File: src/rtl/alu_cc_pkg.sv
package alu_cc_pkg;
    localparam int DATA_W = 32;
    localparam int IMM_W  = 13;
    localparam int OP_W   = 3;

    typedef enum logic [OP_W-1:0] {
        OP_ADD  = 3'd0,
        OP_SUB  = 3'd1,
        OP_AND  = 3'd2,
        OP_OR   = 3'd3,
        OP_NOT  = 3'd4
    } alu_op_e;

    typedef struct packed {
        logic neg;
        logic zero;
        logic ovf;
        logic cry;
    } flags_t;

    localparam int PSR_N_BIT = 23;
    localparam int PSR_Z_BIT = 22;
    localparam int PSR_V_BIT = 21;
    localparam int PSR_C_BIT = 20;
endpackage

File: src/rtl/alu_operand_mux.sv
module alu_operand_mux #(
    parameter int DATA_W = 32,
    parameter int IMM_W  = 13
) (
    input  logic              use_imm,
    input  logic [DATA_W-1:0] reg_val,
    input  logic [IMM_W-1:0]  imm_val,
    output logic [DATA_W-1:0] operand
);
    localparam int EXT_W = DATA_W - IMM_W;

    logic [DATA_W-1:0] imm_ext;

    always_comb begin
        imm_ext = {{EXT_W{imm_val[IMM_W-1]}}, imm_val};
        operand = use_imm ? imm_ext : reg_val;
    end
endmodule

File: src/rtl/alu_datapath.sv
module alu_datapath
    import alu_cc_pkg::*;
#(
    parameter int DATA_W = 32
) (
    input  logic [OP_W-1:0]   op_sel,
    input  logic [DATA_W-1:0] opa,
    input  logic [DATA_W-1:0] opb,
    output logic [DATA_W-1:0] res,
    output flags_t            flags_nxt
);
    localparam int MSB = DATA_W - 1;

    logic [DATA_W:0] add_wide;
    logic [DATA_W:0] sub_wide;
    logic            arith_c;
    logic            arith_v;

    always_comb begin
        add_wide = {1'b0, opa} + {1'b0, opb};
        sub_wide = {1'b0, opa} - {1'b0, opb};
        res      = '0;
        arith_c  = 1'b0;
        arith_v  = 1'b0;
        unique case (op_sel)
            OP_ADD: begin
                res     = add_wide[DATA_W-1:0];
                arith_c = add_wide[DATA_W];
                arith_v = (opa[MSB] == opb[MSB]) && (res[MSB] != opa[MSB]);
            end
            OP_SUB: begin
                res     = sub_wide[DATA_W-1:0];
                arith_c = sub_wide[DATA_W];
                arith_v = (opa[MSB] != opb[MSB]) && (res[MSB] != opa[MSB]);
            end
            OP_AND:  res = opa & opb;
            OP_OR:   res = opa | opb;
            OP_NOT:  res = ~opa;
            default: res = '0;
        endcase
        flags_nxt.neg  = res[MSB];
        flags_nxt.zero = (res == '0);
        flags_nxt.ovf  = arith_v;
        flags_nxt.cry  = arith_c;
    end
endmodule

File: src/rtl/alu_flag_reg.sv
module alu_flag_reg
    import alu_cc_pkg::*;
#(
    parameter int DATA_W = 32
) (
    input  logic              clk,
    input  logic              rst,
    input  logic              load,
    input  flags_t            flags_in,
    output logic [DATA_W-1:0] psr
);
    typedef enum logic {ST_HOLD, ST_LOAD} ccr_act_e;

    ccr_act_e act;
    flags_t   flags_q;

    always_comb begin
        act = load ? ST_LOAD : ST_HOLD;
    end

    always_ff @(posedge clk) begin
        if (rst) begin
            flags_q <= '0;
        end else begin
            unique case (act)
                ST_LOAD: flags_q <= flags_in;
                ST_HOLD: flags_q <= flags_q;
                default: flags_q <= flags_q;
            endcase
        end
    end

    always_comb begin
        psr            = '0;
        psr[PSR_N_BIT] = flags_q.neg;
        psr[PSR_Z_BIT] = flags_q.zero;
        psr[PSR_V_BIT] = flags_q.ovf;
        psr[PSR_C_BIT] = flags_q.cry;
    end

    AST_HOLD_PLAIN: assert property (@(posedge clk) disable iff (rst) !load |=> $stable(psr));
    AST_LOAD_TAKES: assert property (@(posedge clk) disable iff (rst) load |=> (psr[PSR_C_BIT] == $past(flags_in.cry)));
endmodule

File: src/rtl/alu_cc_unit.sv
module alu_cc_unit
    import alu_cc_pkg::*;
(
    input  logic              clk,
    input  logic              rst,
    input  logic [2:0]        op_sel,
    input  logic              set_cc,
    input  logic              use_imm,
    input  logic [31:0]       rs1_val,
    input  logic [31:0]       rs2_val,
    input  logic [12:0]       imm13,
    output logic [31:0]       result,
    output logic [31:0]       psr
);
    logic [DATA_W-1:0] opb;
    flags_t            flags_nxt;

    alu_operand_mux #(.DATA_W(DATA_W), .IMM_W(IMM_W)) u_opmux (
        .use_imm (use_imm),
        .reg_val (rs2_val),
        .imm_val (imm13),
        .operand (opb)
    );

    alu_datapath #(.DATA_W(DATA_W)) u_dp (
        .op_sel    (op_sel),
        .opa       (rs1_val),
        .opb       (opb),
        .res       (result),
        .flags_nxt (flags_nxt)
    );

    alu_flag_reg #(.DATA_W(DATA_W)) u_ccr (
        .clk      (clk),
        .rst      (rst),
        .load     (set_cc),
        .flags_in (flags_nxt),
        .psr      (psr)
    );

    AST_ZERO_FLAG: assert property (@(posedge clk) disable iff (rst) set_cc |=> (psr[PSR_Z_BIT] == ($past(result) == '0)));
    AST_NEG_FLAG: assert property (@(posedge clk) disable iff (rst) set_cc |=> (psr[PSR_N_BIT] == $past(result[31])));
    AST_LOGIC_CV: assert property (@(posedge clk) disable iff (rst) (set_cc && op_sel >= 3'd2) |=> (psr[PSR_C_BIT] == 1'b0 && psr[PSR_V_BIT] == 1'b0));
    AST_IMM_SEXT: assert property (@(posedge clk) disable iff (rst) (use_imm && op_sel == 3'd3 && rs1_val == '0) |-> (result[31:12] == {20{imm13[12]}}));
    AST_SPARE_ZERO: assert property (@(posedge clk) disable iff (rst) set_cc && op_sel >= 3'd5 |-> result == '0);
endmodule

File: config.mk
export PLATFORM = sky130hd
export DESIGN_NAME = alu_cc_unit
export DESIGN_NICKNAME = d
export VERILOG_FILES = /design/src/rtl/alu_cc_pkg.sv /design/src/rtl/alu_operand_mux.sv /design/src/rtl/alu_datapath.sv /design/src/rtl/alu_flag_reg.sv /design/src/rtl/alu_cc_unit.sv
export SDC_FILE = /design/constraint.sdc
export NUM_CORES = 1
export LEC_CHECK = 0
export ABC_AREA = 1
export BUFFER_PORTS_ARGS = -buffer_cell sky130_fd_sc_hd__buf_4
export CAP_MARGIN = 30
export CORE_UTILIZATION = 30
export CTS_CLUSTER_DIAMETER = 30
export DETAILED_ROUTE_END_ITERATION = 10
export MAX_ROUTING_LAYER = met4
export PLACE_DENSITY = 0.49
export SYNTH_ARGS = -nofsm -noshare
export SYNTH_HDL_FRONTEND = slang
export SYNTH_SLANG_ARGS = --single-unit
File: constraint.sdc
create_clock -name clk -period 5.6 [get_ports clk]
set_clock_uncertainty 0.2 [all_clocks]
set_input_delay 1.12 -clock clk [delete_from_list [all_inputs] [get_ports clk]]
set_output_delay 1.12 -clock clk [all_outputs]
set_load 0.005 [all_outputs]
### After elaboration in Yosys (flattened, before gate mapping)

Cells that the tools add are included.

| storage, ports and cells | value |
|---|---|
| input bits | 84 |
| register bits | 4 |
| logic and storage cells | 27 |
| output and inout bits | 64 |

| operators by class | value |
|---|---|
| equal/unequal tests | 8 |
| reduce and logical (&&, ||, !) cells | 4 |
| bitwise operators | 3 |
| add/subtract/negate cells | 2 |
| mux-type cells | 6 |

Operators with widths:

| cell | count |
|---|---|
| $pmux 32 s5 | 1 |
| $add 32x32->33 | 1 |
| $sub 32x32->33 | 1 |
| $and 32x32->32 | 1 |
| $logic_not 32->1 | 1 |
| $mux 32 | 1 |
| $not 32->32 | 1 |
| $or 32x32->32 | 1 |
| $eq 3x2->1 const B | 2 |
| $mux 4 | 1 |
| $pmux 1 s2 | 2 |
| $eq 3x1->1 const B | 1 |
| $eq 3x3->1 const B | 1 |
| $logic_not 3->1 | 1 |
| $ne 1x1->1 | 3 |
| $logic_and 1x1->1 | 2 |
| $eq 1x1->1 | 1 |
| $mux 1 | 1 |

### Logic depth before layout (Yosys ltp)

Gate-level depths: netlist of the first run.

| logic depth | value |
|---|---|
| word-level depth | 6 |
| gate-level depth with buffers | 24 |

### By module

From an unflattened synthesis of the first run, not the netlist that was laid out.

| second synthesis, totals | value |
|---|---|
| cell total of the unflattened synthesis | 1424 |
| area, all modules | 7221.9 um^2 |

Modules (own cells, without submodules):

| module | seq. area each (um^2) | cells an instance | instances | area each (um^2) |
|---|---|---|---|---|
| alu_datapath | 0.0 | 1285 | 1 | 6491.2 |
| alu_flag_reg | 80.1 | 55 | 1 | 386.6 |
| alu_operand_mux | 0.0 | 84 | 1 | 344.1 |

### Worst setup path before layout of the first run

No wires, ideal clock.

| timing | value |
|---|---|
| kind | in2out |
| start | input use_imm |
| end | output result[31] |
| buffers on the path | 4 |
| stages on the path | 19 |
| path slack | 905 ps |
| arrival | 3375 ps |
| cell sequence | inv_1 -> clkbuf_1 -> clkbuf_1 -> a21oi_1 -> ha_1 -> buf_4 -> inv_1 -> nor2_1 -> nand2_1 -> nand3_1 -> a21oi_1 -> nor2_1 -> nor2_1 -> nand2_1 -> nand2_1 -> a21oi_1 -> nor2_1 -> inv_1 -> buf_4 |

RTL lines:

| item | line | source |
|---|---|---|
| start, declared | alu_cc_unit.sv:8 | `input logic use_imm,` |
| end, declared | alu_cc_unit.sv:12 | `output logic [31:0] result,` |

### Worst setup path in the final report of the first run

| timing | value |
|---|---|
| start | input use_imm |
| end | output result[15] |

| between the ends | value |
|---|---|
| longest elaborated chain between the ends | 3 |
| elaborated cells between the ends (all ways) | 6 |
| those cells by class | 2 x add/sub; 2 x mux; 2 x bitwise |

Ends and longest elaborated chain:

| item | line | source |
|---|---|---|
| $mux 32 * | alu_operand_mux.sv:16 | `operand = use_imm ? imm_ext : reg_val;` |
| $sub 32x32->33 (tied with other cells) | alu_datapath.sv:21 | `sub_wide = {1'b0, opa} - {1'b0, opb};` |
| $pmux 32 s5 * | alu_datapath.sv:25 | `unique case (op_sel)` |

Every way passes the cells marked *; elsewhere a longest branch is shown, timed or not.

==> summary.md, run 1 <==
| Metric | Value |
|---|---|
| Status | completed |
| CP Capture Type | output pin |
| Max cap viols | 0 |
| Clock Path Buffers | 2 |
| Library cells used by synthesis | 39 |
| Reg-to-Reg Start | u_ccr.psr[23]$_SDFFE_PP0P_ |
| Critical Path AT | 4.05 ns |
| Post-synthesis register bit count | 4 |
| Sequential fraction of design power | 2.8% |
| Die H | 157 µm |
| Max reg flops | 4 |
| Utilization after layout | between 30% and 40% |
| Total GRT Usage | a little over a quarter |
| Vias | ~9100 |
| TritonRoute pass-1 iters | 8 |
| Critical path required time | between 4 and 5 ns |
| Max Slew Vio Count | 0 |
| Worst min path class | register to register |
| Combinational Power Share | just under 90% |
| Post-DP HPWL | 27200 µm |
| Worst reg2reg endpoint | u_ccr.psr[23]$_SDFFE_PP0P_ |
| GRT Residual Overflow | 0 |
| Largest net degree at the start of global routing | 31 |
| CP peak stage delay | approximately 0.34 ns |
| Worst-margin pin slew | 0.791 ns |
| Die area | about 25000 µm² |
| Post-synth EDFFs | 0 |
| R2R cell count | 2 |
| Top-level port count | 148 |
| Worst setup path startpoint | use_imm |
| Final Net Count | 1714 |
| Row cnt | 56 |
| Max stage delay cell, worst path | ha_1 |
| Placed Cells incl. Taps | between 1500 and 2000 |
| Top_reg_cell synth | dfxtp_1 |
| Core Area | 23500 µm² |
| Post-CTS Setup Repair Bufs | 0 |
| H-tree levels | 1 |
| CTS Root Cell | clkbuf_16 |
| Diode count | 0 |
| WL per Instance | 17.1 µm |
| CTS Hold Bufs | 0 |
| Type of the worst setup path | input pin to output pin |
| Worst setup margin | between 0.2 and 0.25 ns |
| Vias/cell | a little under 5 |
| DRT Wirelength | 31600 µm |
| Hold endpoint | u_ccr.psr[22]$_SDFFE_PP0P_ |
| First-pass GRT wire length | 47700 µm |
| Critical-path cell list | buf_4, inv_1, buf_4, or2_2, o21ai_0, ha_1, buf_4, nor2_2, and2_1, nand2_1, nand2_1, nand2_1, nand2_1, nand2_1, nand3_1, nand2_1, nor2_1, inv_1, buf_4 |
| Most frequent CP cell | nand2_1 |
| Worst-path fanout max | 10 |
| Worst path depth | 19 |
| IO Port Bufs | 119 |
| Sw Ratio | 59.1% |
| YS warnings | 0 |
| Ys async rst share | 0% |
| Setup-failing EPs final | 0 |
| Sw power | 0.000662 W |
| Starting density of the core | between 30 and 40% |
| Worst vdd ir | a little over 0.0002 V |
| TritonCTS clock tree | built |
| Mean Syn Cell Area | 5.13 µm² |
| Final GP Congestion | just over 1 |
| Fillcell total | between 2000 and 3000 |
| Clock Pin Slew Worst Setup and Hold Paths | about 0.030 ns |
| Setup slack at placement | 0.158 ns |
| Post-CTS sizing | 0 |
| Worst hold start | u_ccr.psr[22]$_SDFFE_PP0P_ |
| R2R Setup Slk | 4.77 ns |
| Fin. Hold Viols | 0 |
| Crit share post-route | 95.8% |
| Min Clock Period, post-route | 5.37 ns |
| Remaining antenna violation count | 0 |
| Fraction of layout instances using a drive strength above 1 | 13.7% |
| Area grow syn2layout | 18.2% |
| Peak Freq | 186 MHz |
| Cells on Worst Hold Path | 2 |
| DR iter-0 viols | 752 |
| Lkg Pwr | approximately 5 nW |
| Total CTS buffers | 3 |
| CP delay by family, top | simple AND/OR/NAND/NOR gates |
| Clock power frac | 9.9% |
| Syn Inst Count | 1412 |
| Sequential area share after synthesis | roughly 1.1% |
| Number of global-route vias before repair | 8336 |
| Clock Sinks | 4 |
| Total Negative Setup Slacks | 0 ns |
| Synthesized area | 7240 µm² |
| Internal power | approximately 0.00046 W |
| Worst setup SP type | input pin |
| Initial antenna violation count | 0 |
| Finished Layout Cells | 1840 |
| Clock latency on the worst-skew pair | 0.22 ns |
| Pwr/cell area | 131 nW/µm² |
| Die width | roughly 160 µm |
| DRC viols | 0 |
| Relative slew slack | 46.7% |
| Crit path buf inv count | 6 |
cells in the mapped netlist (2+ instances only):
library cell	number	share of area (%)
nand4_1	17	1.5
buf_4	41	4.3
inv_2	5	0.26
and2_1	3	0.26
buf_6	3	0.47
nor2_2	8	0.69
ha_1	105	18
or2_2	14	1.2
a221oi_1	10	1.2
inv_1	273	14
o22ai_1	17	1.5
o21bai_1	11	1.1
buf_2	14	0.97
dfxtp_1	4	1.1
o211ai_1	2	0.21
a221oi_2	2	0.41
nor2_1	159	8.2
nor3_1	15	1.0
nand2_1	400	21
nand3_1	154	11
a21oi_1	90	6.2
o21ai_0	34	2.4
fa_1	2	0.55
nand3b_1	4	0.41
a21oi_2	2	0.24
nand3_2	2	0.28
clkbuf_1	7	0.36
buf_1	3	0.16
worst max path at each step:
stage	to
5_1_grt	result[30]
6_report	result[15]
3_3_place_gp	result[30]
3_5_place_dp	result[28]
2_1_floorplan	result[31]
4_1_cts	result[28]
layout by cell type (no fill, tap or decap), drive strengths merged, types with 14 or more instances in the layout:
cell type	instances
ha	105
inv	278
o21ai	35
o22ai	17
nor2	168
conb	28
nand2	402
nand3	156
nand4	17
nor3	16
or2	14
buf	147
a21oi	92
per-layer routing:
layer	up-vias	global-route usage (%)	wire length, µm
met5	-	-	0
met4	0	1.80	151
met3	14	1.21	2040
met2	321	41.6	13900
met1	4208	38.0	15500
li1	4585	-	-
through the flow:
step	hold WS (ns)	cell area (µm²)	total power (W)
global route	0.295	8560	0.00123
finish	0.254	8560	0.00112
detailed placement	0.256	8430	0.000982
CTS	0.261	8500	0.00110
global placement	0.251	8430	0.000986
floorplan	0.254	7340	0.000640
logic make-up after synthesis:
kind of cell,synth area share (%)
other,0.0518
buffers and inverters,20.6
and+or+nand+nor,45.9
AOI/OAI and AO/OA,13.5
adders and majority gates,18.7
xor gates and xnor gates,0.121
DFF,1.11
final cells by class:
| class | instances | area (µm²) | area share, % |
|---|---|---|---|
| Multi-Input combinational cell | 1089 | 5830 | 68.1 |
| Timing Repair Buffer | 147 | 1130 | 13.2 |
| Inverter | 278 | 1040 | 12.2 |
| Tap cell | 319 | 399 | 4.66 |
| Sequential cell | 4 | 80.1 | 0.936 |
| Clock buffer | 3 | 75.1 | 0.877 |
worst reg2reg max path, delay by kind of cell, from the launching register on:
family / cells / cell delay, ns
AO/OA/AOI/OAI: 1 / 0.15
flip-flops: 1 / 0.31
buffers and inverters: 1 / 0.06
power groups by stage:
stage               combinational, W  clock (W)  sequential, W
floorplan                   0.000609          0      0.0000314
detailed placement          0.000951          0      0.0000313
global placement            0.000955          0      0.0000312
finish                      0.000978   0.000111      0.0000310
global route                 0.00108   0.000113      0.0000312
CTS                         0.000955   0.000113      0.0000310
Power figures use the tool's default switching activity.
==> run 2: changes to the inputs <==
- PLACE_DENSITY: 0.49 -> default
- PLACE_DENSITY_LB_ADDON: default -> 0.05
==> run 2 against run 1 <==
Sequential share of layout area hardly changed. Via count is 1.3% lower. Clock power hardly changed. Routed wire length is 2.6% higher. Critical endpoint is now result[30]. Largest cell class unchanged. Highest routed layer unchanged.
==> summary.md, run 2 (same netlist as run 1, synthesis figures left out) <==
| Metric | Value |
|---|---|
| Setup slack at placement | 0.172 ns (was 0.158 ns) |
| Die area | 24800 µm² (unchanged) |
| Remaining antenna violation count | 0 (unchanged) |
| Fin. Hold Viols | 0 (unchanged) |
| Worst min path class | register to register (unchanged) |
| Placed Cells incl. Taps | 1840 (was 1837) |
| Total GRT Usage | 26.9% (was 26.3%) |
| Finished Layout Cells | 1843 (was 1840) |
| First-pass GRT wire length | 48300 µm (was 47700 µm) |
| Final GP Congestion | 0.960 (was 1.02) |
| DRT Wirelength | 32400 µm (was 31600 µm) |
| Pwr/cell area | 131 nW/µm² (about the same) |
| Post-CTS Setup Repair Bufs | 0 (unchanged) |
| H-tree levels | 1 (unchanged) |
| Commonest non-fill, non-tap cell in the layout | nand2_1 (unchanged) |
| Post-DP HPWL | 28000 µm (was 27200 µm) |
| Worst vdd ir | 0.000173 V (was 0.000204 V) |
| Number of global-route vias before repair | 8319 (was 8336) |
| DRC viols | 0 (unchanged) |
| Clock latency on the worst-skew pair | 0.22 ns (about the same) |
| CTS Root Cell | clkbuf_16 (unchanged) |
| Clock power frac | 9.8% (was 9.9%) |
| GRT Residual Overflow | 0 (unchanged) |
| Vias | 9006 (was 9128) |
| Sequential fraction of design power | 2.8% (about the same) |
| Max Slew Vio Count | 0 (unchanged) |
| Min Clock Period, post-route | 5.32 ns (was 5.37 ns) |
| Diode count | 0 (unchanged) |
| Area grow syn2layout | 18.1% (was 18.2%) |
| Sw power | 0.000661 W (was 0.000662 W) |
| Utilization after layout | 36.3% (was 36.4%) |
| Crit share post-route | 95.0% (was 95.8%) |
| IO Port Bufs | 119 (unchanged) |
| Relative slew slack | 59.6% (was 46.7%) |
| Clock Pin Slew Worst Setup and Hold Paths | 0.03 ns (about the same) |
| Worst-path fanout max | 9 (was 10) |
| TritonCTS clock tree | built (unchanged) |
| Setup-failing EPs final | 0 (unchanged) |
| Critical path required time | 4.28 ns (about the same) |
| Initial antenna violation count | 0 (unchanged) |
| Row cnt | 56 (unchanged) |
| Top-level port count | 148 (unchanged) |
| Unrepaired setup endpoints after global routing | false |
| Worst-margin pin slew | 0.606 ns (was 0.791 ns) |
| Die width | 157 µm (unchanged) |
| Type of the worst setup path | input pin to output pin (unchanged) |
| Clock Path Buffers | 2 (unchanged) |
| Total Negative Setup Slacks | 0 ns (unchanged) |
| TritonRoute pass-1 iters | 5 (was 8) |
| Most frequent cells in the layout | 398 x nand2_1, 273 x inv_1, 156 x nor2_1, 152 x nand3_1, 149 x buf_4 (was 400 x nand2_1, 273 x inv_1, 154 x nand3_1, 153 x nor2_1, 145 x buf_4) |
| Fraction of layout instances using a drive strength above 1 | 13.5% (was 13.7%) |
| Die H | 157 µm (unchanged) |
| CTS Hold Bufs | 0 (unchanged) |
| Clock Sinks | 4 (unchanged) |
| CP Capture Type | output pin (unchanged) |
| Final Net Count | 1717 (was 1714) |
| Max reg flops | 4 (unchanged) |
| Sw Ratio | 59.0% (was 59.1%) |
| Critical Path AT | 4.00 ns (was 4.05 ns) |
| DR iter-0 viols | 730 (was 752) |
| Internal power | 0.000459 W (was 0.000458 W) |
| Lkg Pwr | 5.09 nW (was 5.08 nW) |
| Status | completed (unchanged) |
| Starting density of the core | 30.8% (unchanged) |
| Largest net degree at the start of global routing | 31 (unchanged) |
| WL per Instance | 17.6 µm (was 17.1 µm) |
| Vias/cell | 4.89 (was 4.96) |
| Total CTS buffers | 3 (unchanged) |
| Worst setup margin | 0.280 ns (was 0.234 ns) |
| Max cap viols | 0 (unchanged) |
| Worst setup SP type | input pin (unchanged) |
| Peak Freq | 188 MHz (was 186 MHz) |
| Core Area | 23500 µm² (unchanged) |
| Combinational Power Share | 87.4% (was 87.3%) |
[run 2: what timing repair did]
item,in CTS,in global routing
endpoints found under the hold margin,0,0
setup endpoints to repair,0,5
gates resized for setup,0,14
[run 2: final timing paths]
kind	cells past startpoint	slack (ns)	from	end
hold / removal	2	0.26	u_ccr.psr[22]$_SDFFE_PP0P_	u_ccr.psr[22]$_SDFFE_PP0P_
hold reg to reg	2	0.26	u_ccr.psr[22]$_SDFFE_PP0P_	u_ccr.psr[22]$_SDFFE_PP0P_
setup reg to reg	2	4.76	u_ccr.psr[21]$_SDFFE_PP0P_	u_ccr.psr[21]$_SDFFE_PP0P_
setup / recovery	19	0.28	use_imm	result[30]
[run 2: metal layers]
layer	share of wire, %	wire [µm]	GRT usage (%)	up-vias
met5	0	0	-	-
li1	-	-	-	4587
met1	51	16400	39.9	4074
met4	1.4	456	4.02	0
met3	6.1	1960	1.71	20
met2	42	13500	39.9	325
[run 2: metrics by stage]
step / power, W / instance area, µm² / hold slack [ns]
after detailed placement: 0.000988 / 8440 / 0.257
final: 0.00112 / 8550 / 0.257
after floorplan: 0.000640 / 7340 / 0.254
after CTS: 0.00111 / 8510 / 0.264
after global routing: 0.00124 / 8550 / 0.294
after global placement: 0.000995 / 8440 / 0.254
[run 2: cell type report]
cell class | instances | area, µm²
Inverter | 278 | 1040
Clock buffer | 3 | 75.1
Multi-Input combinational cell | 1089 | 5820
Sequential cell | 4 | 80.1
Tap cell | 319 | 399
Timing Repair Buffer | 150 | 1140
Fill cell | 2835 | 15000
[run 2: worst max-delay path, cell delays in order]
cell and delay (ns):
buf_4 0.12, inv_1 0.09, buf_4 0.19, or2_2 0.27, o21ai_0 0.15, ha_1 0.40
o21bai_1 0.37, inv_1 0.10, nand2_1 0.19, nand2_1 0.10, nand2_1 0.11, nand2_1 0.12
nand2_1 0.12, nand2_1 0.05, nand3_1 0.06, nand2_1 0.06, nor2_1 0.18, inv_1 0.06
buf_4 0.13
[run 2: power groups by stage]
stage	logic, W	clock network (W)	registers [W]
3_5_place_dp	0.000957	0	0.0000313
2_1_floorplan	0.000609	0	0.0000314
4_1_cts	0.000962	0.000112	0.0000310
6_report	0.000979	0.000110	0.0000310
3_3_place_gp	0.000964	0	0.0000314
5_1_grt	0.00109	0.000114	0.0000312
==> run 3: changes to the inputs <==
- MAX_ROUTING_LAYER: met4 -> default
==> run 3 against run 2 <==
Highest routed layer unchanged. Largest power group unchanged. Sequential power about the same. Combinational power increased by 0.6%. Cell count increased by 0.16%. Fmax is 1.8% lower. First-iteration DRC count increased by 6.7%. Routed wire length fell by 0.30%. Die area stayed put. Non-clock buffer count increased by 3. Sequential share of layout area about the same.
==> summary.md, run 3 (same netlist as run 1, synthesis figures left out) <==
| Metric | Value |
|---|---|
| Area grow syn2layout | 18.6% (was 18.1%) |
| Vias | 9033 (was 9006) |
| Max cap viols | 0 (unchanged) |
| Vias/cell | 4.89 (about the same) |
| GRT busiest layer | met2 (was met1) |
| Status | completed (unchanged) |
| Min Clock Period, post-route | 5.41 ns (was 5.32 ns) |
| Worst vdd ir | 0.000165 V (was 0.000173 V) |
| Final GP Congestion | 0.946 (was 0.960) |
| Total CTS buffers | 3 (unchanged) |
| Met2 Use GR | 41.1% (was 39.9%) |
| Worst-path fanout max | 7 (was 9) |
| IO Port Bufs | 119 (unchanged) |
| Core Area | 23500 µm² (unchanged) |
| Max stage delay cell, worst path | fa_1 (was ha_1) |
| Die area | 24800 µm² (unchanged) |
| Largest net degree at the start of global routing | 31 (unchanged) |
| Worst setup margin | 0.185 ns (was 0.280 ns) |
| Die width | 157 µm (unchanged) |
| Total GRT Usage | 26.2% (was 26.9%) |
| Clock Path Buffers | 2 (unchanged) |
| Area of the multi-input gates | 5830 µm² (was 5820 µm²) |
| Commonest non-fill, non-tap cell in the layout | nand2_1 (unchanged) |
| Remaining antenna violation count | 0 (unchanged) |
| Setup-failing EPs final | 0 (unchanged) |
| TritonCTS clock tree | built (unchanged) |
| Finished Layout Cells | 1846 (was 1843) |
| Die H | 157 µm (unchanged) |
| Type of the worst setup path | input pin to output pin (unchanged) |
| Peak Freq | 185 MHz (was 188 MHz) |
| Max reg flops | 4 (unchanged) |
| Placed Cells incl. Taps | 1842 (was 1840) |
| Clock Sinks | 4 (unchanged) |
| Starting density of the core | 30.8% (unchanged) |
| Worst min path class | register to register (unchanged) |
| Lkg Pwr | 5.10 nW (was 5.09 nW) |
| Worst hold start | u_ccr.psr[22]$_SDFFE_PP0P_ (unchanged) |
| Post-DP HPWL | 27600 µm (was 28000 µm) |
| Fin. Hold Viols | 0 (unchanged) |
| H-tree levels | 1 (unchanged) |
| GR Layer Usage met3 | 1.43% (was 1.71%) |
| Crit share post-route | 96.7% (was 95.0%) |
| Row cnt | 56 (unchanged) |
| Setup slack at placement | 0.106 ns (was 0.172 ns) |
| Diode count | 0 (unchanged) |
| DR iter-0 viols | 779 (was 730) |
| Max Slew Vio Count | 0 (unchanged) |
| First-pass GRT wire length | 48700 µm (was 48300 µm) |
| Number of global-route vias before repair | 8370 (was 8319) |
| Critical path required time | 4.28 ns (about the same) |
| DRC viols | 0 (unchanged) |
| CP peak stage delay | 0.44 ns (was 0.40 ns) |
| Relative slew slack | 54.1% (was 59.6%) |
| Clock Pin Slew Worst Setup and Hold Paths | 0.03 ns (about the same) |
| DRT Wirelength | 32300 µm (was 32400 µm) |
| Most frequent cells in the layout | 398 x nand2_1, 273 x inv_1, 157 x nor2_1, 153 x nand3_1, 150 x buf_4 (was 398 x nand2_1, 273 x inv_1, 156 x nor2_1, 152 x nand3_1, 149 x buf_4) |
| Reg-to-Reg Start | u_ccr.psr[21]$_SDFFE_PP0P_ (unchanged) |
| Initial antenna violation count | 0 (unchanged) |
| Sequential Area | 80.1 µm² (unchanged) |
| CTS Hold Bufs | 0 (unchanged) |
| Worst setup SP type | input pin (unchanged) |
| Fillcell total | 2794 (was 2835) |
| Fraction of layout instances using a drive strength above 1 | 13.8% (was 13.5%) |
| Worst setup path startpoint | use_imm (unchanged) |
| TritonRoute pass-1 iters | 7 (was 5) |
| Final Net Count | 1720 (was 1717) |
| Top-level port count | 148 (unchanged) |
| Pwr/cell area | 131 nW/µm² (about the same) |
| WL per Instance | 17.5 µm (was 17.6 µm) |
| CP Capture Type | output pin (unchanged) |
| Clock latency on the worst-skew pair | 0.23 ns (was 0.22 ns) |
| WHS | 0.265 ns (was 0.257 ns) |
| Critical Path AT | 4.09 ns (was 4.00 ns) |
| Worst-margin pin slew | 0.687 ns (was 0.606 ns) |
| Met1 usage in global routing | 39.7% (was 39.9%) |
| CTS Root Cell | clkbuf_16 (unchanged) |
| GRT Residual Overflow | 0 (unchanged) |
| Power, Total | 0.00113 W (was 0.00112 W) |
| Critical-path cell list | buf_4, inv_1, or2_2, o21ai_0, inv_1, ha_1, inv_1, fa_1, nand2_1, nand2_1, nand2_2, inv_1, nand2_1, nand3_1, nand2_1, nand4_1, nand3_1, nand2_1, nor2_2, buf_4, inv_1, buf_4 (was buf_4, inv_1, buf_4, or2_2, o21ai_0, ha_1, o21bai_1, inv_1, nand2_1, nand2_1, nand2_1, nand2_1, nand2_1, nand2_1, nand3_1, nand2_1, nor2_1, inv_1, buf_4) |
| Unrepaired setup endpoints after global routing | true (was false) |
## run 3: cell types whose count changed in the layout (fill, tap and decap cells not counted), sizes merged
cell    previous run  this run
buf              150       152
clkbuf             3         4
## run 3: report_power, final
group | total, W | internal, W | switching [W]
Clock | 0.000113 | 0.0000913 | 0.0000215
Sequential | 0.0000310 | 0.0000302 | 0.000000866
Combinational | 0.000985 | 0.000342 | 0.000643
Total | 0.00113 | 0.000463 | 0.000665
## run 3: stage by stage
| step | instance area [µm²] | utilization, % | TNS [ns] |
|---|---|---|---|
| 2_1_floorplan | 7340 | - | 0 |
| 3_3_place_gp | 8450 | 35.9 | 0 |
| 3_5_place_dp | 8450 | 35.9 | 0 |
| 4_1_cts | 8530 | 36.2 | 0 |
| 5_1_grt | 8590 | 36.5 | -0.0160 |
| 6_report | 8590 | 36.5 | 0 |
## run 3: worst paths after layout
path	end	slack [ns]	depth (start not counted)
worst max-delay path	result[28]	0.19	22
worst min-delay path	u_ccr.psr[22]$_SDFFE_PP0P_	0.27	2
worst max register to register	u_ccr.psr[21]$_SDFFE_PP0P_	4.75	2
worst min register to register	u_ccr.psr[22]$_SDFFE_PP0P_	0.27	2
## run 3: critical path: cells and delay by family
kind	cells	cell delay [ns]
AOI/OAI and AO/OA	1	0.13
and+or+nand+nor	11	1.43
buffers and inverters	8	0.81
adders and majority gates	2	0.58
## run 3: area by class of cell
class                           count  share of cell area (%)
Clock buffer                        3                   0.874
Inverter                          278                    12.2
Multi-Input combinational cell   1089                    67.9
Sequential cell                     4                   0.933
Tap cell                          319                    4.65
Timing Repair Buffer              153                    13.5
## run 3: timing repair
item / CTS / global route
setup endpoints to repair: 0 / 5
setup buffers: 0 / 1
resized for setup: 0 / 18
## run 3: layer usage
metal	share of wire (%)	routed length, µm
met3	6.0	1940
met2	43	13800
met1	50	16300
met5	0	0
met4	0.88	284
